[src/rtl/scc_pkg.sv]
// Shared types for the commit-gated cache.
// Assumes nothing beyond a SystemVerilog-2017 compiler.
package scc_pkg;

    // Classification of a request against the addressed line
    typedef enum logic [1:0] {
        LK_MISS  = 2'd0,   // invalid line or different address
        LK_HIT   = 2'd1,   // committed, or owned by the requester
        LK_GUARD = 2'd2    // present but owned by another in-flight tag
    } lookup_kind_e;

    // Controller states
    typedef enum logic {
        ST_IDLE = 1'b0,
        ST_WAIT = 1'b1
    } ctrl_state_e;

endpackage

[src/rtl/scc_line_array.sv]
// Line storage: per line a valid bit, committed bit, address tag, owner tag
// and data word. Applies commit and squash broadcasts to every line in
// parallel, and takes one install per cycle from the controller.
// Assumes an install overrides a commit or squash aimed at the same line.
module scc_line_array #(
    parameter int LINES   = 16,
    parameter int INDEX_W = 4,
    parameter int LTAG_W  = 6,
    parameter int ITAG_W  = 6,
    parameter int DATA_W  = 32
) (
    input  logic              clk,
    input  logic              rst_n,
    input  logic [INDEX_W-1:0] rd_idx,
    output logic              rd_valid,
    output logic              rd_committed,
    output logic [LTAG_W-1:0] rd_ltag,
    output logic [ITAG_W-1:0] rd_owner,
    output logic [DATA_W-1:0] rd_data,
    input  logic              commit_valid,
    input  logic [ITAG_W-1:0] commit_itag,
    input  logic              squash_valid,
    input  logic [ITAG_W-1:0] squash_itag,
    input  logic              inst_en,
    input  logic [INDEX_W-1:0] inst_idx,
    input  logic [LTAG_W-1:0] inst_ltag,
    input  logic [ITAG_W-1:0] inst_owner,
    input  logic [DATA_W-1:0] inst_data
);

    logic [LINES-1:0]  valid_vec;
    logic [LINES-1:0]  commit_vec;
    logic [LTAG_W-1:0] ltag_arr  [LINES];
    logic [ITAG_W-1:0] owner_arr [LINES];
    logic [DATA_W-1:0] data_arr  [LINES];

    for (genvar i = 0; i < LINES; i++) begin : g_line
        logic              v_q;
        logic              c_q;
        logic [LTAG_W-1:0] t_q;
        logic [ITAG_W-1:0] o_q;
        logic [DATA_W-1:0] d_q;
        logic              inst_here;
        logic              commit_hit;
        logic              squash_hit;

        assign inst_here  = inst_en && (inst_idx == INDEX_W'(i));
        assign commit_hit = commit_valid && v_q && !c_q && (o_q == commit_itag);
        assign squash_hit = squash_valid && v_q && !c_q && (o_q == squash_itag);

        // Flag update: install, then commit, then squash (squash wins)
        always_ff @(posedge clk) begin
            if (!rst_n) begin
                v_q <= 1'b0;
                c_q <= 1'b0;
            end else if (inst_here) begin
                v_q <= 1'b1;
                c_q <= 1'b0;
            end else begin
                if (commit_hit) c_q <= 1'b1;
                if (squash_hit) v_q <= 1'b0;
            end
        end

        // Payload update on install only
        always_ff @(posedge clk) begin
            if (!rst_n) begin
                t_q <= '0;
                o_q <= '0;
                d_q <= '0;
            end else if (inst_here) begin
                t_q <= inst_ltag;
                o_q <= inst_owner;
                d_q <= inst_data;
            end
        end

        assign valid_vec[i]  = v_q;
        assign commit_vec[i] = c_q;
        assign ltag_arr[i]   = t_q;
        assign owner_arr[i]  = o_q;
        assign data_arr[i]   = d_q;


        commit_marks_chk: assert property (@(posedge clk) disable iff (!rst_n)
            (commit_hit && !inst_here && !squash_hit) |=> c_q);


        squash_drops_chk: assert property (@(posedge clk) disable iff (!rst_n)
            (squash_hit && !inst_here) |=> !v_q);


        committed_keeps_chk: assert property (@(posedge clk) disable iff (!rst_n)
            (v_q && c_q && !inst_here) |=> (v_q && c_q));
    end

    // Read port: the line selected by the current request index
    always_comb begin
        rd_valid     = valid_vec[rd_idx];
        rd_committed = commit_vec[rd_idx];
        rd_ltag      = ltag_arr[rd_idx];
        rd_owner     = owner_arr[rd_idx];
        rd_data      = data_arr[rd_idx];
    end

endmodule

[src/rtl/scc_lookup.sv]
// Combinational lookup: splits the request address into line index and
// line tag, and classifies the addressed line as miss, hit or guarded.
// Assumes the line fields arrive from the array for rd_idx in the same cycle.
module scc_lookup
    import scc_pkg::*;
#(
    parameter int ADDR_W  = 10,
    parameter int ITAG_W  = 6,
    parameter int INDEX_W = 4,
    parameter int LTAG_W  = 6
) (
    input  logic [ADDR_W-1:0]  req_addr,
    input  logic [ITAG_W-1:0]  req_itag,
    input  logic               line_valid,
    input  logic               line_committed,
    input  logic [LTAG_W-1:0]  line_ltag,
    input  logic [ITAG_W-1:0]  line_owner,
    output logic [INDEX_W-1:0] rd_idx,
    output lookup_kind_e       kind
);

    logic present;

    assign rd_idx  = req_addr[INDEX_W-1:0];
    assign present = line_valid && (line_ltag == req_addr[ADDR_W-1:INDEX_W]);

    // Classification: only committed lines or the owner's own line are fast
    always_comb begin
        if (!present)
            kind = LK_MISS;
        else if (line_committed || (line_owner == req_itag))
            kind = LK_HIT;
        else
            kind = LK_GUARD;
    end

endmodule

[src/rtl/scc_ctrl.sv]
// Request controller: accepts one load at a time, answers hits in one
// cycle and everything else after exactly MEM_LAT+1 cycles, by refetch
// or by a counted stall. Tracks squash of the in-flight fill.
// Assumes memory answers exactly MEM_LAT cycles after mem_rd_en, and that
// the core never commits a load before its response.
module scc_ctrl
    import scc_pkg::*;
#(
    parameter int ADDR_W  = 10,
    parameter int ITAG_W  = 6,
    parameter int DATA_W  = 32,
    parameter int INDEX_W = 4,
    parameter int LTAG_W  = 6,
    parameter int MEM_LAT = 4
) (
    input  logic               clk,
    input  logic               rst_n,
    input  logic               hide_stall,
    input  logic               req_valid,
    input  logic [ADDR_W-1:0]  req_addr,
    input  logic [ITAG_W-1:0]  req_itag,
    output logic               req_ready,
    input  lookup_kind_e       kind,
    input  logic [DATA_W-1:0]  line_data,
    input  logic               squash_valid,
    input  logic [ITAG_W-1:0]  squash_itag,
    output logic               mem_rd_en,
    output logic [ADDR_W-1:0]  mem_addr,
    input  logic               mem_rvalid,
    input  logic [DATA_W-1:0]  mem_rdata,
    output logic               resp_valid,
    output logic [DATA_W-1:0]  resp_data,
    output logic               inst_en,
    output logic [INDEX_W-1:0] inst_idx,
    output logic [LTAG_W-1:0]  inst_ltag,
    output logic [ITAG_W-1:0]  inst_owner,
    output logic [DATA_W-1:0]  inst_data
);

    localparam int CNT_W = $clog2(MEM_LAT + 1);
    localparam logic [CNT_W-1:0] LAST = CNT_W'(MEM_LAT - 1);

    ctrl_state_e       state_q;
    logic [CNT_W-1:0]  cnt_q;
    logic              fill_q;
    logic              kill_q;
    logic [ITAG_W-1:0] pend_itag_q;
    logic [ADDR_W-1:0] pend_addr_q;
    logic [DATA_W-1:0] hold_q;
    logic              resp_valid_q;
    logic [DATA_W-1:0] resp_data_q;

    logic accept;
    logic use_mem;
    logic done;
    logic pend_squashed;
    logic kill_now;

    assign req_ready     = (state_q == ST_IDLE);
    assign accept        = req_valid && req_ready;
    assign use_mem       = (kind == LK_MISS) || ((kind == LK_GUARD) && !hide_stall);
    assign mem_rd_en     = accept && use_mem;
    assign mem_addr      = req_addr;
    assign done          = (state_q == ST_WAIT) && (cnt_q == LAST);
    assign pend_squashed = squash_valid && (squash_itag == pend_itag_q);
    assign kill_now      = kill_q || pend_squashed;

    assign inst_en    = done && fill_q && !kill_now;
    assign inst_idx   = pend_addr_q[INDEX_W-1:0];
    assign inst_ltag  = pend_addr_q[ADDR_W-1:INDEX_W];
    assign inst_owner = pend_itag_q;
    assign inst_data  = mem_rdata;

    assign resp_valid = resp_valid_q;
    assign resp_data  = resp_data_q;

    // Sequencer: accept, count the slow window, and produce the response
    always_ff @(posedge clk) begin
        if (!rst_n) begin
            state_q      <= ST_IDLE;
            cnt_q        <= '0;
            fill_q       <= 1'b0;
            kill_q       <= 1'b0;
            pend_itag_q  <= '0;
            pend_addr_q  <= '0;
            hold_q       <= '0;
            resp_valid_q <= 1'b0;
            resp_data_q  <= '0;
        end else begin
            resp_valid_q <= 1'b0;
            case (state_q)
                ST_IDLE: begin
                    if (accept) begin
                        if (kind == LK_HIT) begin
                            resp_valid_q <= 1'b1;
                            resp_data_q  <= line_data;
                        end else begin
                            state_q     <= ST_WAIT;
                            cnt_q       <= '0;
                            fill_q      <= use_mem;
                            kill_q      <= 1'b0;
                            pend_itag_q <= req_itag;
                            pend_addr_q <= req_addr;
                            hold_q      <= line_data;
                        end
                    end
                end
                ST_WAIT: begin
                    cnt_q <= cnt_q + CNT_W'(1);
                    if (pend_squashed) kill_q <= 1'b1;
                    if (done) begin
                        state_q      <= ST_IDLE;
                        resp_valid_q <= 1'b1;
                        resp_data_q  <= fill_q ? mem_rdata : hold_q;
                    end
                end
                default: state_q <= ST_IDLE;
            endcase
        end
    end


    mem_timing_chk: assert property (@(posedge clk) disable iff (!rst_n)
        (state_q == ST_WAIT && fill_q) |-> (mem_rvalid == (cnt_q == LAST)));


    stall_quiet_chk: assert property (@(posedge clk) disable iff (!rst_n)
        (state_q == ST_WAIT && !fill_q) |-> !mem_rvalid);


    busy_block_chk: assert property (@(posedge clk) disable iff (!rst_n)
        (accept && kind != LK_HIT) |=> !req_ready);


    fast_resp_chk: assert property (@(posedge clk) disable iff (!rst_n)
        (accept && kind == LK_HIT) |=> resp_valid);


    guard_slow_chk: assert property (@(posedge clk) disable iff (!rst_n)
        (accept && kind == LK_GUARD) |=> !resp_valid);

endmodule

[src/rtl/spec_commit_cache.sv]
// Top of the commit-gated cache: line array, lookup and controller.
// Assumes one outstanding request, a fixed-latency memory and MEM_LAT >= 1.
module spec_commit_cache
    import scc_pkg::*;
#(
    parameter int ADDR_W  = 10,
    parameter int DATA_W  = 32,
    parameter int ITAG_W  = 6,
    parameter int LINES   = 16,
    parameter int MEM_LAT = 4
) (
    input  logic              clk,
    input  logic              rst_n,
    input  logic              hide_stall,
    input  logic              req_valid,
    input  logic [ADDR_W-1:0] req_addr,
    input  logic [ITAG_W-1:0] req_itag,
    output logic              req_ready,
    output logic              resp_valid,
    output logic [DATA_W-1:0] resp_data,
    input  logic              commit_valid,
    input  logic [ITAG_W-1:0] commit_itag,
    input  logic              squash_valid,
    input  logic [ITAG_W-1:0] squash_itag,
    output logic              mem_rd_en,
    output logic [ADDR_W-1:0] mem_addr,
    input  logic              mem_rvalid,
    input  logic [DATA_W-1:0] mem_rdata
);

    localparam int INDEX_W = $clog2(LINES);
    localparam int LTAG_W  = ADDR_W - INDEX_W;

    logic [INDEX_W-1:0] rd_idx;
    logic               line_valid;
    logic               line_committed;
    logic [LTAG_W-1:0]  line_ltag;
    logic [ITAG_W-1:0]  line_owner;
    logic [DATA_W-1:0]  line_data;
    lookup_kind_e       kind;
    logic               inst_en;
    logic [INDEX_W-1:0] inst_idx;
    logic [LTAG_W-1:0]  inst_ltag;
    logic [ITAG_W-1:0]  inst_owner;
    logic [DATA_W-1:0]  inst_data;

    scc_line_array #(
        .LINES(LINES), .INDEX_W(INDEX_W), .LTAG_W(LTAG_W),
        .ITAG_W(ITAG_W), .DATA_W(DATA_W)
    ) u_lines (
        .clk(clk), .rst_n(rst_n), .rd_idx(rd_idx),
        .rd_valid(line_valid), .rd_committed(line_committed),
        .rd_ltag(line_ltag), .rd_owner(line_owner), .rd_data(line_data),
        .commit_valid(commit_valid), .commit_itag(commit_itag),
        .squash_valid(squash_valid), .squash_itag(squash_itag),
        .inst_en(inst_en), .inst_idx(inst_idx), .inst_ltag(inst_ltag),
        .inst_owner(inst_owner), .inst_data(inst_data)
    );

    scc_lookup #(
        .ADDR_W(ADDR_W), .ITAG_W(ITAG_W), .INDEX_W(INDEX_W), .LTAG_W(LTAG_W)
    ) u_lookup (
        .req_addr(req_addr), .req_itag(req_itag),
        .line_valid(line_valid), .line_committed(line_committed),
        .line_ltag(line_ltag), .line_owner(line_owner),
        .rd_idx(rd_idx), .kind(kind)
    );

    scc_ctrl #(
        .ADDR_W(ADDR_W), .ITAG_W(ITAG_W), .DATA_W(DATA_W),
        .INDEX_W(INDEX_W), .LTAG_W(LTAG_W), .MEM_LAT(MEM_LAT)
    ) u_ctrl (
        .clk(clk), .rst_n(rst_n), .hide_stall(hide_stall),
        .req_valid(req_valid), .req_addr(req_addr), .req_itag(req_itag),
        .req_ready(req_ready), .kind(kind), .line_data(line_data),
        .squash_valid(squash_valid), .squash_itag(squash_itag),
        .mem_rd_en(mem_rd_en), .mem_addr(mem_addr),
        .mem_rvalid(mem_rvalid), .mem_rdata(mem_rdata),
        .resp_valid(resp_valid), .resp_data(resp_data),
        .inst_en(inst_en), .inst_idx(inst_idx), .inst_ltag(inst_ltag),
        .inst_owner(inst_owner), .inst_data(inst_data)
    );

endmodule

[config.mk]
export PLATFORM = sky130hd
export DESIGN_NAME = spec_commit_cache
export DESIGN_NICKNAME = d
export VERILOG_FILES = /design/src/rtl/scc_pkg.sv /design/src/rtl/scc_line_array.sv /design/src/rtl/scc_lookup.sv /design/src/rtl/scc_ctrl.sv /design/src/rtl/spec_commit_cache.sv
export SDC_FILE = /design/constraint.sdc
export NUM_CORES = 2
export LEC_CHECK = 0
export BUFFER_PORTS_ARGS = -buffer_cell sky130_fd_sc_hd__buf_4
export CAP_MARGIN = 20
export CORE_ASPECT_RATIO = 0.6
export CORE_UTILIZATION = 55
export DETAILED_ROUTE_END_ITERATION = 8
export PLACE_DENSITY = 0.72
export SKIP_LAST_GASP = 1
export SLEW_MARGIN = 10
export SYNTH_ARGS = -nofsm -noshare
export SYNTH_HDL_FRONTEND = slang
export SYNTH_HIERARCHICAL = 1
export SYNTH_SLANG_ARGS = --single-unit
[constraint.sdc]
create_clock -name clk -period 8 [get_ports clk]
set_input_delay 1.6 -clock clk [delete_from_list [all_inputs] [get_ports clk]]
set_output_delay 1.6 -clock clk [all_outputs]
set_load 0.02 [all_outputs]
==> summary.md <==
| Metric | Value |
|---|---|
| Max-cap viol count | 0 |
| Final nets | 4,300 |
| Fin crit period | 6.53 ns |
| Synthesis Warnings | 6 |
| Cell count after synthesis | 4,465 |
| Max transition margin | 26.7% |
| Slew Limit Fails | 0 |
| Ys async rst share | 0% |
| Pre-CTS setup slack | 1.53 ns |
| Status | finished, final reports clean |
| Layout Skew | 0.0222 ns |
| Slowest stage delay, CP | 0.70 ns |
| Area delta synth->final | 7.86% |
| Count leader, synth | nand2_1 |
| Htree depth | 3 |
| Core ar. | 0.0703 mm2 |
| Worst EP required | 6.40 ns |
| DRT iter0 DRCs | 4,324 |
| Net Count, Synth | 4,534 |
| Residual DRC | 0 |
| GPL Wtd Cong | 0.975 |
| Initial Util | 55.9% |
| Setup Crit Path Kind | in -> out |
| RSZ-0062 raised after global routing | false |
| Clk Latency, worst-skew pair | 0.64 ns |
| Buf/Inv on CP | 3 |
| Sequential area share after synthesis | 41.9% |
| Sinks on Clock Net | 823 |
| Power Density | 200 mW/mm2 |
| Resized Gates After CTS | 0 |
| Synth top area share | 41.9% |
| Via/cell ratio | 6.22 |
| Fin worst setup slack | 1.47 ns |
| Largest net degree at the start of global routing | 136 |
| Top Family by Delay on Critical Path | simple AND/OR/NAND/NOR gates |
| I/O pin count | 112 |
| Arr. time, crit path | 4.93 ns |
| Cts bufs inserted | 78 |
| First-pass DRT Iterations | 8 |
| Die W | 347 um |
| Worst hold stages | 2 |
| Post-CTS setup buffers | 0 |
| Number of global-route vias before repair | 29,974 |
| Layout cells sized above 1 | 13.1% |
| Yosys reg bits | 823 |
| Diode count | 0 |
| Startpoint Class | primary input |
| Post-route antenna net violation count | 0 |
| Hold Crit Start | u_lines/g_line[0].d_q[16] |
| Antenna violations before repair | 2 |
| Slew @ Worst Pin | 1.10 ns |
| Clk buf depth | 3 |
| CP cell instances | buf_8 -> buf_4 -> mux4_2 -> a22oi_1 -> nand2_1 -> xor2_1 -> or4_1 -> nor2b_1 -> a211oi_1 -> buf_4 |
| Final wirelength | 126,000 um |
| RR Endpoint | u_lines/g_line[12].d_q[13] |
| DP HPWL | 75,900 um |
| R2R depth | 9 |
| Crit. End Element | output pin |
| Final Util | 60.3% |
| Post-CTS Hold Buffers | 0 |
| Finished layout cell area | 0.0424 mm2 |
| Fin crit share | 81.6% |
| Die H | 209 um |
| Min-delay worst type | reg -> reg |
| Highest clock rate | 153 MHz |
| Hold Path Sink | u_lines/g_line[0].d_q[16] |
| Root buf cell | clkbuf_16 |
| Commonest cells post-synth | nand2_1 (1,526), dfxtp_1 (823), a21boi_0 (616), clkbuf_1 (318), mux4_2 (184) |
| Cell area after placement | 0.0398 mm2 |
| First-pass GRT wire length | 189,000 um |
| Global Route Usage Sum | 34.1% |
| IO Port Bufs | 110 |
| Final setup vio count | 0 |
| Mean Syn Cell Area | 8.80 um2 |
| Distinct cells, synth | 53 |
| Endpoints failing hold | 0 |
| Cell taking the most area after synthesis | dfxtp_1 |
| Worst r2r src | u_ctrl/state_q |
| Synthesized area | 0.0393 mm2 |
| Routed vias | 32,448 |
| Row cnt | 75 |
| Multi-input gate area | 0.0207 mm2 |
| Grt ovf | 0 |
| Setup TNS | 0 ns |
| Reg clk slew, reported paths | 0.06 ns |
| Leakage power | 13.8 nW |
| FF+latch area | 0.0165 mm2 |
| Max rail drop VDD | 0.145 mV |
| Critical path peak fanout | 55 |
| Die area | 0.0726 mm2 |
| TritonCTS clock tree | yes |
| Cell mode on critical path | buf_4 |
| Drt wl/cell | 24.2 um |
| Fill cells | 5,967 |
| Area contributors post-synth | dfxtp_1 (42%), nand2_1 (15%), a21boi_0 (12%) |
| Setup slack, reg-to-reg | 3.46 ns |
| Ys flop type | dfxtp_1 |
| Crit-path slowest cell | or4_1 |
| Post-synth EDFFs | 0 |
-- worst register-to-register path: stages (launching register included) --
cell	delay, ns
dfxtp_2	0.31
buf_4	0.54
and2_1	0.39
nand3b_1	0.12
a41oi_1	0.66
nand3_1	0.49
nor3_4	0.94
buf_4	0.63
nand2_1	0.16
a21boi_0	0.21
-- final cells by class --
cell class / instances / area share (%)
Multi-Input combinational cell: 3146 / 48.9
Sequential cell: 823 / 38.9
Clock buffer: 111 / 5.42
Timing Repair Buffer: 177 / 3.25
Tap cell: 924 / 2.73
Clock inverter: 27 / 0.744
Inverter: 5 / 0.0443
-- per-layer routing --
layer  global-route usage, %  routed length (um)
met1                    50.4               54600
met2                    46.6               50400
met4                    7.90                2560
met5                    1.05                 116
met3                    12.6               18600
-- logic make-up (layout without fill, tap and decap cells) --
kind of cell | count (synthesis) | count (layout) | synth area share [%]
fa+ha+maj | 2 | 2 | 0.0637
mux | 248 | 248 | 12.3
compound gates | 970 | 970 | 18.0
xor+xnor | 210 | 210 | 4.68
buf+inv | 496 | 320 | 5.65
simple gates | 1716 | 1716 | 17.5
flops | 823 | 823 | 41.9
-- worst max path at each step --
stage                           start        end  cells past startpoint
after floorplan           req_addr[1]  mem_rd_en                     12
after global placement    req_addr[0]  mem_rd_en                     10
after detailed placement  req_addr[0]  mem_rd_en                     10
after CTS                 req_addr[0]  mem_rd_en                     10
after global routing      req_addr[0]  mem_rd_en                     10
final                     req_addr[0]  mem_rd_en                     10
-- metrics by stage --
step | hold slack, ns | std cells | total power, mW
2_1_floorplan | 0.432 | 4465 | 4.56
3_3_place_gp | 0.439 | 5073 | 4.70
3_5_place_dp | 0.446 | 5074 | 4.70
4_1_cts | 0.455 | 5212 | 8.49
5_1_grt | 0.472 | 5213 | 8.67
6_report | 0.455 | 5213 | 8.49
-- state kept, by name (all words and copies together), names as in the netlist, 3 cells and up --
signal	flops
u_ctrl/resp_data	32
u_lines/g_line.d_q	512
u_lines/g_line.t_q	96
u_ctrl/cnt_q	3
u_lines/g_line.o_q	96
u_lines/g_line.c_q	16
u_ctrl/inst_owner	6
u_lines/g_line.v_q	16
u_ctrl/hold_q	32
u_ctrl/pend_addr_q	10
-- cell usage in the layout, fill, tap and decap left out, drive strengths merged, types with 3 or more instances in the layout --
cell / Yosys / layout
nand3b: 19 / 19
dfxtp: 823 / 823
a21boi: 705 / 705
inv: 5 / 9
a22oi: 92 / 92
clkbuf: 319 / 111
mux2i: 32 / 32
or2: 5 / 5
a21oi: 52 / 52
clkinvlp: 0 / 6
nor2: 32 / 32
o2bb2ai: 32 / 32
o21ai: 65 / 65
xnor2: 118 / 118
clkinv: 0 / 11
o211ai: 3 / 3
mux2: 32 / 32
xor2: 92 / 92
mux4: 184 / 184
a41oi: 17 / 17
nand2b: 8 / 8
nor4: 33 / 33
nand2: 1527 / 1527
buf: 172 / 177
nor2b: 6 / 6
bufinv: 0 / 6
nand3: 68 / 68
nor3: 7 / 7
-- report_power, final --
part | leakage [nW] | internal, mW | switching [mW]
clock network | 1.28 | 2.20 | 1.66
logic | 5.94 | 0.177 | 0.320
registers | 6.63 | 4.10 | 0.0246
Note: power is estimated with default switching activity, not from simulation.
